===== config.mk =====
export PLATFORM = sky130hd
export DESIGN_NAME = mbus_burst_slave
export DESIGN_NICKNAME = d
export VERILOG_FILES = /design/src/rtl/mbus_pkg.sv /design/src/rtl/mbus_sync.sv /design/src/rtl/mbus_regs.sv /design/src/rtl/mbus_ctrl.sv /design/src/rtl/mbus_burst_slave.sv
export SDC_FILE = /design/constraint.sdc
export NUM_CORES = 1
export LEC_CHECK = 0
export BUFFER_PORTS_ARGS = -buffer_cell sky130_fd_sc_hd__buf_2
export CORE_MARGIN = 5
export CORE_UTILIZATION = 50
export CTS_CLUSTER_SIZE = 28
export DETAILED_ROUTE_END_ITERATION = 8
export PLACE_DENSITY_LB_ADDON = 0.3
export SYNTH_ARGS = -nofsm -noshare
export SYNTH_HDL_FRONTEND = slang
export SYNTH_SLANG_ARGS = --single-unit

===== constraint.sdc =====
create_clock -name clk -period 2.9 [get_ports clk]
set_clock_uncertainty 0.1 [all_clocks]
set_input_delay 0 -clock clk [delete_from_list [all_inputs] [get_ports clk]]
set_output_delay 0 -clock clk [all_outputs]
set_load 0.03 [all_outputs]

===== src/rtl/mbus_pkg.sv =====
package mbus_pkg;
   typedef enum logic [1:0] {
      ST_IDLE   = 2'd0,
      ST_ARMED  = 2'd1,
      ST_SETTLE = 2'd2,
      ST_ACK    = 2'd3
   } bus_state_t;
endpackage


===== src/rtl/mbus_sync.sv =====
module mbus_sync #(
   parameter int W       = 4,
   parameter int STAGES  = 3,
   parameter logic [W-1:0] RST_VAL = '1
) (
   input  logic         clk,
   input  logic         rst_n,
   input  logic [W-1:0] async_i,
   output logic [W-1:0] sync_q,
   output logic [W-1:0] prev_q
);
   if (STAGES < 3) begin : g_bad_stages
      $error("mbus_sync needs at least three stages");
   end

   logic [STAGES-1:0][W-1:0] pipe;

   for (genvar s = 0; s < STAGES; s++) begin : g_stage
      always_ff @(posedge clk or negedge rst_n) begin
         if (!rst_n)      pipe[s] <= RST_VAL;
         else if (s == 0) pipe[s] <= async_i;
         else             pipe[s] <= pipe[(s == 0) ? 0 : s-1];
      end
   end

   assign sync_q = pipe[STAGES-2];
   assign prev_q = pipe[STAGES-1];
endmodule


===== src/rtl/mbus_regs.sv =====
module mbus_regs #(
   parameter int DATA_W = 8,
   parameter int DEPTH  = 16,
   localparam int IDX_W = $clog2(DEPTH)
) (
   input  logic              clk,
   input  logic              rst_n,
   input  logic              wr_en,
   input  logic [IDX_W-1:0]  wr_idx,
   input  logic [DATA_W-1:0] wr_data,
   input  logic [IDX_W-1:0]  rd_idx,
   output logic [DATA_W-1:0] rd_data,
   input  logic [IDX_W-1:0]  pk_idx,
   output logic [DATA_W-1:0] pk_data
);
   logic [DEPTH-1:0][DATA_W-1:0] mem;

   for (genvar g = 0; g < DEPTH; g++) begin : g_reg
      always_ff @(posedge clk or negedge rst_n) begin
         if (!rst_n)                                   mem[g] <= '0;
         else if (wr_en && (wr_idx == IDX_W'(g)))      mem[g] <= wr_data;
      end
   end

   assign rd_data = mem[rd_idx];
   assign pk_data = mem[pk_idx];
endmodule


===== src/rtl/mbus_ctrl.sv =====
module mbus_ctrl
   import mbus_pkg::*;
#(
   parameter int ADDR_W     = 11,
   parameter int IDX_W      = 4,
   parameter int SETTLE_CYC = 2,
   localparam int CNT_W     = $clog2(SETTLE_CYC + 1)
) (
   input  logic              clk,
   input  logic              rst_n,
   input  logic              as_s,
   input  logic              as_p,
   input  logic              cs_s,
   input  logic              ds_s,
   input  logic              ds_p,
   input  logic              rw_s,
   input  logic [ADDR_W-1:0] addr,
   output bus_state_t        st,
   output logic [IDX_W-1:0]  ptr,
   output logic              wr_en,
   output logic              dtack_n,
   output logic              drive
);
   logic             as_rise, ds_fall, ds_rise, dir_rd;
   logic [CNT_W-1:0] cnt;

   assign as_rise = as_s & ~as_p;
   assign ds_fall = ~ds_s & ds_p;
   assign ds_rise = ds_s & ~ds_p;

   always_ff @(posedge clk or negedge rst_n) begin
      if (!rst_n) begin
         st     <= ST_IDLE;
         ptr    <= '0;
         cnt    <= '0;
         dir_rd <= 1'b0;
      end else if (cs_s) begin
         st <= ST_IDLE;
      end else begin
         unique case (st)
            ST_IDLE: if (as_rise) begin
               ptr <= addr[IDX_W-1:0];
               st  <= ST_ARMED;
            end
            ST_ARMED: begin
               if (as_rise) begin
                  ptr <= addr[IDX_W-1:0];
               end else if (ds_fall) begin
                  st     <= ST_SETTLE;
                  cnt    <= '0;
                  dir_rd <= rw_s;
               end
            end
            ST_SETTLE: begin
               if (ds_rise)                              st  <= ST_ARMED;
               else if (cnt == CNT_W'(SETTLE_CYC - 1))   st  <= ST_ACK;
               else                                      cnt <= cnt + 1'b1;
            end
            ST_ACK: if (ds_rise) begin
               ptr <= ptr + 1'b1;
               st  <= ST_ARMED;
            end
            default: st <= ST_IDLE;
         endcase
      end
   end

   assign wr_en   = (st == ST_ACK) && ds_rise && !dir_rd && !cs_s;
   assign dtack_n = (st != ST_ACK);
   assign drive   = dir_rd && !ds_s && ((st == ST_SETTLE) || (st == ST_ACK));
endmodule


===== src/rtl/mbus_burst_slave.sv =====
module mbus_burst_slave
   import mbus_pkg::*;
#(
   parameter int ADDR_W     = 11,
   parameter int DATA_W     = 8,
   parameter int DEPTH      = 16,
   parameter int SETTLE_CYC = 2
) (
   input  logic                     clk,
   input  logic                     rst_n,
   input  logic                     as_n,
   input  logic                     cs_n,
   input  logic                     rw,
   input  logic                     ds_n,
   input  logic [ADDR_W-1:0]        addr,
   input  logic [DATA_W-1:0]        data_i,
   output logic [DATA_W-1:0]        data_o,
   output logic                     data_oe,
   output logic                     dtack_n,
   input  logic [$clog2(DEPTH)-1:0] peek_idx,
   output logic [DATA_W-1:0]        peek_data
);
   localparam int IDX_W = $clog2(DEPTH);

   if (DEPTH < 2 || (DEPTH & (DEPTH - 1)) != 0) begin : g_bad_depth
      $error("DEPTH must be a power of two of at least 2");
   end
   if (IDX_W > ADDR_W) begin : g_bad_addr
      $error("DEPTH exceeds the address range");
   end
   if (SETTLE_CYC < 1) begin : g_bad_settle
      $error("SETTLE_CYC must be at least 1");
   end

   logic [3:0]       sq, sp;
   logic             as_s, as_p, cs_s, ds_s, ds_p, rw_s;
   bus_state_t       st;
   logic [IDX_W-1:0] ptr;
   logic             wr_en;

   mbus_sync #(.W(4), .STAGES(3), .RST_VAL(4'b1111)) u_sync (
      .clk     (clk),
      .rst_n   (rst_n),
      .async_i ({as_n, cs_n, ds_n, rw}),
      .sync_q  (sq),
      .prev_q  (sp)
   );

   assign {as_s, cs_s, ds_s, rw_s} = sq;
   assign as_p = sp[3];
   assign ds_p = sp[1];

   mbus_ctrl #(.ADDR_W(ADDR_W), .IDX_W(IDX_W), .SETTLE_CYC(SETTLE_CYC)) u_ctrl (
      .clk     (clk),
      .rst_n   (rst_n),
      .as_s    (as_s),
      .as_p    (as_p),
      .cs_s    (cs_s),
      .ds_s    (ds_s),
      .ds_p    (ds_p),
      .rw_s    (rw_s),
      .addr    (addr),
      .st      (st),
      .ptr     (ptr),
      .wr_en   (wr_en),
      .dtack_n (dtack_n),
      .drive   (data_oe)
   );

   mbus_regs #(.DATA_W(DATA_W), .DEPTH(DEPTH)) u_regs (
      .clk     (clk),
      .rst_n   (rst_n),
      .wr_en   (wr_en),
      .wr_idx  (ptr),
      .wr_data (data_i),
      .rd_idx  (ptr),
      .rd_data (data_o),
      .pk_idx  (peek_idx),
      .pk_data (peek_data)
   );
endmodule


### Word level (Yosys, flattened, before mapping)

Index checks and enable logic that the tools add are counted.

| storage, ports and cells | value |
|---|---|
| logic and storage cells | 120 |
| input bits | 29 |
| register bits after elaboration | 149 |
| output and inout bits | 18 |

| operators by class | value |
|---|---|
| bitwise logic cells | 8 |
| add/sub/neg operators | 2 |
| reductions and logical operators | 34 |
| $lt $le $gt $ge | 2 |
| equality and inequality tests | 31 |
| multiplexer cells | 20 |

Operator list:

| kind | number |
|---|---|
| $bmux 8 s4 | 2 |
| $eq 4x4->1 const B | 8 |
| $mux 2 | 11 |
| $logic_and 1x1->1 | 21 |
| $eq 4x3->1 const B | 4 |
| $mux 8 | 2 |
| $lt 4x5->1 const B | 2 |
| $ne 3x2->1 const B | 3 |
| $eq 4x2->1 const B | 2 |
| $mux 4 | 2 |
| $ne 2x2->1 const B | 4 |
| $pmux 2 s4 | 1 |
| $pmux 4 s2 | 1 |
| $reduce_and 4->1 | 2 |
| $ne 2x1->1 const B | 3 |
| $reduce_and 6->1 | 1 |
| $not 1->1 | 5 |
| $reduce_and 5->1 | 1 |
| $add 4x1->4 const B | 1 |
| $eq 2x1->1 const B | 2 |
| $eq 2x2->1 const B | 2 |
| $eq 4x1->1 const B | 1 |
| $logic_not 4->1 | 1 |
| $ne 4x2->1 const B | 1 |
| 9 further kinds | 14 |

### Depth between registers and ports, before layout

| depth | value |
|---|---|
| depth after elaboration | 6 |
| gate-level depth with buffers | 7 |
| mapped depth without buffers | 6 |

### By module

Synthesis repeated with hierarchy kept, for this count alone.

| second synthesis, totals | value |
|---|---|
| cell total of the unflattened synthesis | 533 |
| area, all modules | 7,911.3 um2 |

Modules (own cells, without submodules):

| module | area each (um2) | seq. area each (um2) | instances | cells each |
|---|---|---|---|---|
| mbus_regs | 6,804.0 | 3,203.1 | 1 | 432 |
| mbus_ctrl | 732.0 | 225.2 | 1 | 81 |
| mbus_sync | 375.4 | 315.3 | 1 | 20 |

### Worst setup path before layout

Ideal clock, no wire load.

| path | value |
|---|---|
| path kind | reg2reg |
| from | reg u_ctrl.ptr[1] |
| to | reg u_regs.mem[0] (netlist name) |
| buffers on the path | 2 |
| arrival time | 1.909 ns |
| cell stages (with the launch flop) | 8 |
| setup slack | 0.766 ns |
| library setup time | 0.125 ns |
| required time | 2.675 ns |
| period minus slack after synthesis | 2.134 ns |
| cells stage by stage | dfrtp_1 clkbuf_1 clkbuf_1 inv_1 ha_1 nor3b_4 nand2_2 mux2_2 |

| between the ends | value |
|---|---|
| word-level cells in the longest chain between the ends | 2 |

RTL lines:

| item | RTL line | RTL |
|---|---|---|
| start, declared | mbus_ctrl.sv:19 | `output logic [IDX_W-1:0] ptr,` |
| start signal, assigned | mbus_ctrl.sv:42 | `ptr <= addr[IDX_W-1:0];` |
| start signal, assigned | mbus_ctrl.sv:47 | `ptr <= addr[IDX_W-1:0];` |
| start signal, assigned | mbus_ctrl.sv:60 | `ptr <= ptr + 1'b1;` |
| $logic_not 4->1 | mbus_regs.sv:21 | `else if (wr_en && (wr_idx == IDX_W'(g))) mem[g] <= wr_data;` |
| $logic_and 1x1->1 | mbus_regs.sv:21 |  |
| end signal, assigned by index | mbus_regs.sv:21 |  |
| end, declared | mbus_regs.sv:16 | `logic [DEPTH-1:0][DATA_W-1:0] mem;` |

Every way passes these cells.
A chain may end at the register's enable or synchronous reset.

### Final worst setup path

| path | value |
|---|---|
| from | reg u_ctrl.ptr[0] |
| to | out data_o[7] |

| between the ends | value |
|---|---|
| word-level cells in the longest chain between the ends | 2 |

RTL lines:

| item | RTL line | RTL |
|---|---|---|
| $bmux 8 s4 | mbus_regs.sv:25 | `assign rd_data = mem[rd_idx];` |
| $mux 8 (implied by the code) | mbus_regs.sv:25 |  |
| end, declared | mbus_burst_slave.sv:17 | `output logic [DATA_W-1:0] data_o,` |

Every way passes these cells. The select of a mux whose other input is x is not followed.

==> results.json <==
{
  "status": "finished, final reports clean",
  "area_delta_synth_final_pct": 16.3,
  "cts-root-buf": "clkbuf_16",
  "fp.dieW_um": 134,
  "peakVddDrop_uv": 462,
  "required_ns": 2.80,
  "grt_pass1_wl_mm": 29.2,
  "vias": 4843,
  "synth_nets": 554,
  "synth-adder-area-share": 0.0178,
  "synth_cell_types": 38,
  "slowest_stage": "dfrtp_2",
  "yosys_warnings": 0,
  "hold_violations": 0,
  "async_flop_share": 1.00,
  "firstDrtPassIters": 5,
  "ys.flop_type": "dfrtp_1",
  "crit_chain": "buf_4, mux4_2, a22oi_1, nand2_1, buf_2",
  "drv_slew": 0,
  "synth_top_family_by_area": "multiplexers",
  "die_y_um": 134,
  "cts_buffers": 17,
  "gp_congestion": 0.802,
  "start_util": 0.509,
  "max_cap_violations": 0,
  "drive_gt1_frac": 0.516,
  "die-area_um2": 18100,
  "cts_tree": "done",
  "rsz0062_at_grt": "no",
  "totalWireLength_mm": 18.2,
  "clock_latency_ns": 0.42,
  "final_cell_mix": "dfrtp_1, mux2_2, mux4_2, buf_2, a22oi_1",
  "rows": 45,
  "fill_cells": 1179,
  "finalSetupViolCount": 0,
  "fmax_ghz": 0.377,
  "synth-seq-cells": 147,
  "synthMuxAreaShare": 0.380,
  "min_path_type": "input port to flip-flop",
  "synth_xor_area_frac": 0,
  "cts.sinks": 147,
  "pre_cts_ws_ns": 0.522,
  "grt_use_total": 0.214,
  "overflow": 0,
  "wl_per_cell_um": 23.7,
  "drt-vias-per-instance": 6.28,
  "endpoint_kind": "output pin",
  "grt_pass1_vias": 5161,
  "drtIter0Drc": 277,
  "tightest_slew_ns": 0.938,
  "worst_slack_ns": 0.247,
  "antenna_cells": 0,
  "seq_area_frac_synth": 0.477,
  "final_common_cell": "dfrtp_1",
  "drcViolationCount": 0,
  "synthCells": 514,
  "cts_buffer_depth": 2,
  "pin_count": 47,
  "holdWs_ns": 0.109,
  "port_buffers": 39,
  "final_nets": 610,
  "finalCritPeriodShare": 0.915,
  "worst_setup_path_start_kind": "flip-flop",
  "syn-cell-area_um2": 7730,
  "path_class": "flip-flop to output pin",
  "antenna_found_initial": 0,
  "slowest_delay_ns": 0.72,
  "synth_edf_count": 0,
  "fin_crit_ns": 2.65,
  "path_clk_slew_ns": 0.06,
  "slew_headroom": 0.374,
  "p_per_area_nw_per_um2": 760,
  "dp_hpwl_mm": 12.0,
  "crit_fanout": 18,
  "h-tree-depth": 4,
  "finalSetupTns_ns": 0,
  "synth_compound_area_frac": 0.0461,
  "core_region_area_um2": 15200,
  "leakagePower_nw": 3.73,
  "ant_nets": 0,
  "synthSimpleGateAreaFrac": 0.0582,
  "grt_max_degree": 87,
  "avgSynthCellArea_um2": 15.0,
  "crit_arrival_ns": 2.55
}
==> worst max-delay path: cells and delay by family (launching register included) <==
family | cells | cell delay [ns]
AO/OA/AOI/OAI | 1 | 0.23
multiplexers | 1 | 0.55
AND/OR/NAND/NOR | 1 | 0.09
flip-flops | 1 | 0.72
buffers and inverters | 2 | 0.52
==> per-layer routing <==
metal / wire, µm / global-route usage / up-vias
met1: 7950 / 0.284 / 2587
li1: - / - / 2103
met2: 9390 / 0.361 / 135
met4: 221 / 0.0673 / 0
met5: 0 / 0 / -
met3: 686 / 0.0371 / 18
==> logic make-up (layout without fill, tap and decap cells) <==
kind of cell	count (synthesis)	after routing
AO/OA/AOI/OAI	51	51
adder cells (fa/ha/maj)	11	11
buffers and inverters	40	109
flip-flops	147	147
multiplexers	197	197
AND/OR/NAND/NOR	68	68
==> flip-flops by register name (all words and copies together) (netlist names) <==
| signal | cells |
|---|---|
| u_sync.pipe | 4 |
| u_sync.prev_q | 2 |
| u_ctrl.st | 2 |
| u_ctrl.dir_rd | 1 |
| u_regs.mem | 128 |
| u_sync.sync_q | 4 |
| u_ctrl.ptr | 4 |
| u_ctrl.cnt | 2 |
==> path summary, 6_finish.rpt <==
check,from,endpoint,slack (ns),cells after the start
min in group asynchronous,rst_n,u_ctrl.ptr[2],0.12,2
hold reg to reg,u_sync.pipe[2],u_sync.sync_q[2],0.26,0
setup / recovery,u_ctrl.ptr[0],data_o[7],0.25,5
hold / removal,ds_n,u_sync.pipe[1],0.11,2
max in group asynchronous,rst_n,u_sync.prev_q[1],1.70,3
setup reg to reg,u_ctrl.st[1],u_regs.mem[63],0.50,5
==> where the power goes <==
group	total [mW]	internal (mW)	switching, mW
combinational	2.10	0.946	1.16
clock	2.34	1.45	0.895
sequential	2.39	2.20	0.195
==> timing repair <==
item / 4_1_cts / 5_1_grt
hold endpoints to repair: 219 / 0
gates resized for setup: 0 / 0
hold buffers: 17 / 0
setup buffers: 0 / 0
==> per-stage QoR <==
stage                     cell area [µm²]  total power, mW  std cells  utilization
after floorplan                      7730             3.86        514            -
after global placement               8180             4.47        722        0.538
after global routing                 9000             7.09        771        0.592
final                                9000             6.84        771        0.592
after detailed placement             8180             4.51        722        0.538
after CTS                            9000             6.87        771        0.592
==> cell type report <==
type | instances | area [µm²] | area share
clock buffer | 22 | 551 | 0.0612
clock inverter | 10 | 101 | 0.0113
inverter | 8 | 30.0 | 0.00334
multi-input combinational | 327 | 3880 | 0.431
sequential | 147 | 3690 | 0.410
tap | 188 | 235 | 0.0261
timing repair buffer | 69 | 507 | 0.0563
==> cells in the mapped netlist (2+ instances only) <==
| cell type | instances | area, µm² |
|---|---|---|
| mux2i_1 | 2 | 20.0 |
| nor3b_4 | 3 | 56.3 |
| nor2b_1 | 8 | 50.1 |
| clkbuf_1 | 20 | 75.1 |
| buf_2 | 9 | 45.0 |
| nand2_4 | 4 | 45.0 |
| inv_1 | 8 | 30.0 |
| a21oi_1 | 8 | 40.0 |
| buf_1 | 3 | 11.3 |
| nand2b_1 | 4 | 25.0 |
| mux2_2 | 120 | 1350 |
| nand2_1 | 17 | 63.8 |
| nand2_2 | 12 | 75.1 |
| mux4_2 | 64 | 1440 |
| dfstp_2 | 10 | 263 |
| mux2_1 | 11 | 124 |
| and2_1 | 2 | 12.5 |
| nand4_1 | 2 | 12.5 |
| o21ai_0 | 4 | 20.0 |
| nor2_1 | 8 | 30.0 |
| ha_1 | 11 | 138 |
| a22oi_1 | 32 | 240 |
| dfrtp_1 | 137 | 3430 |
Note: power is estimated with default switching activity, not from simulation.
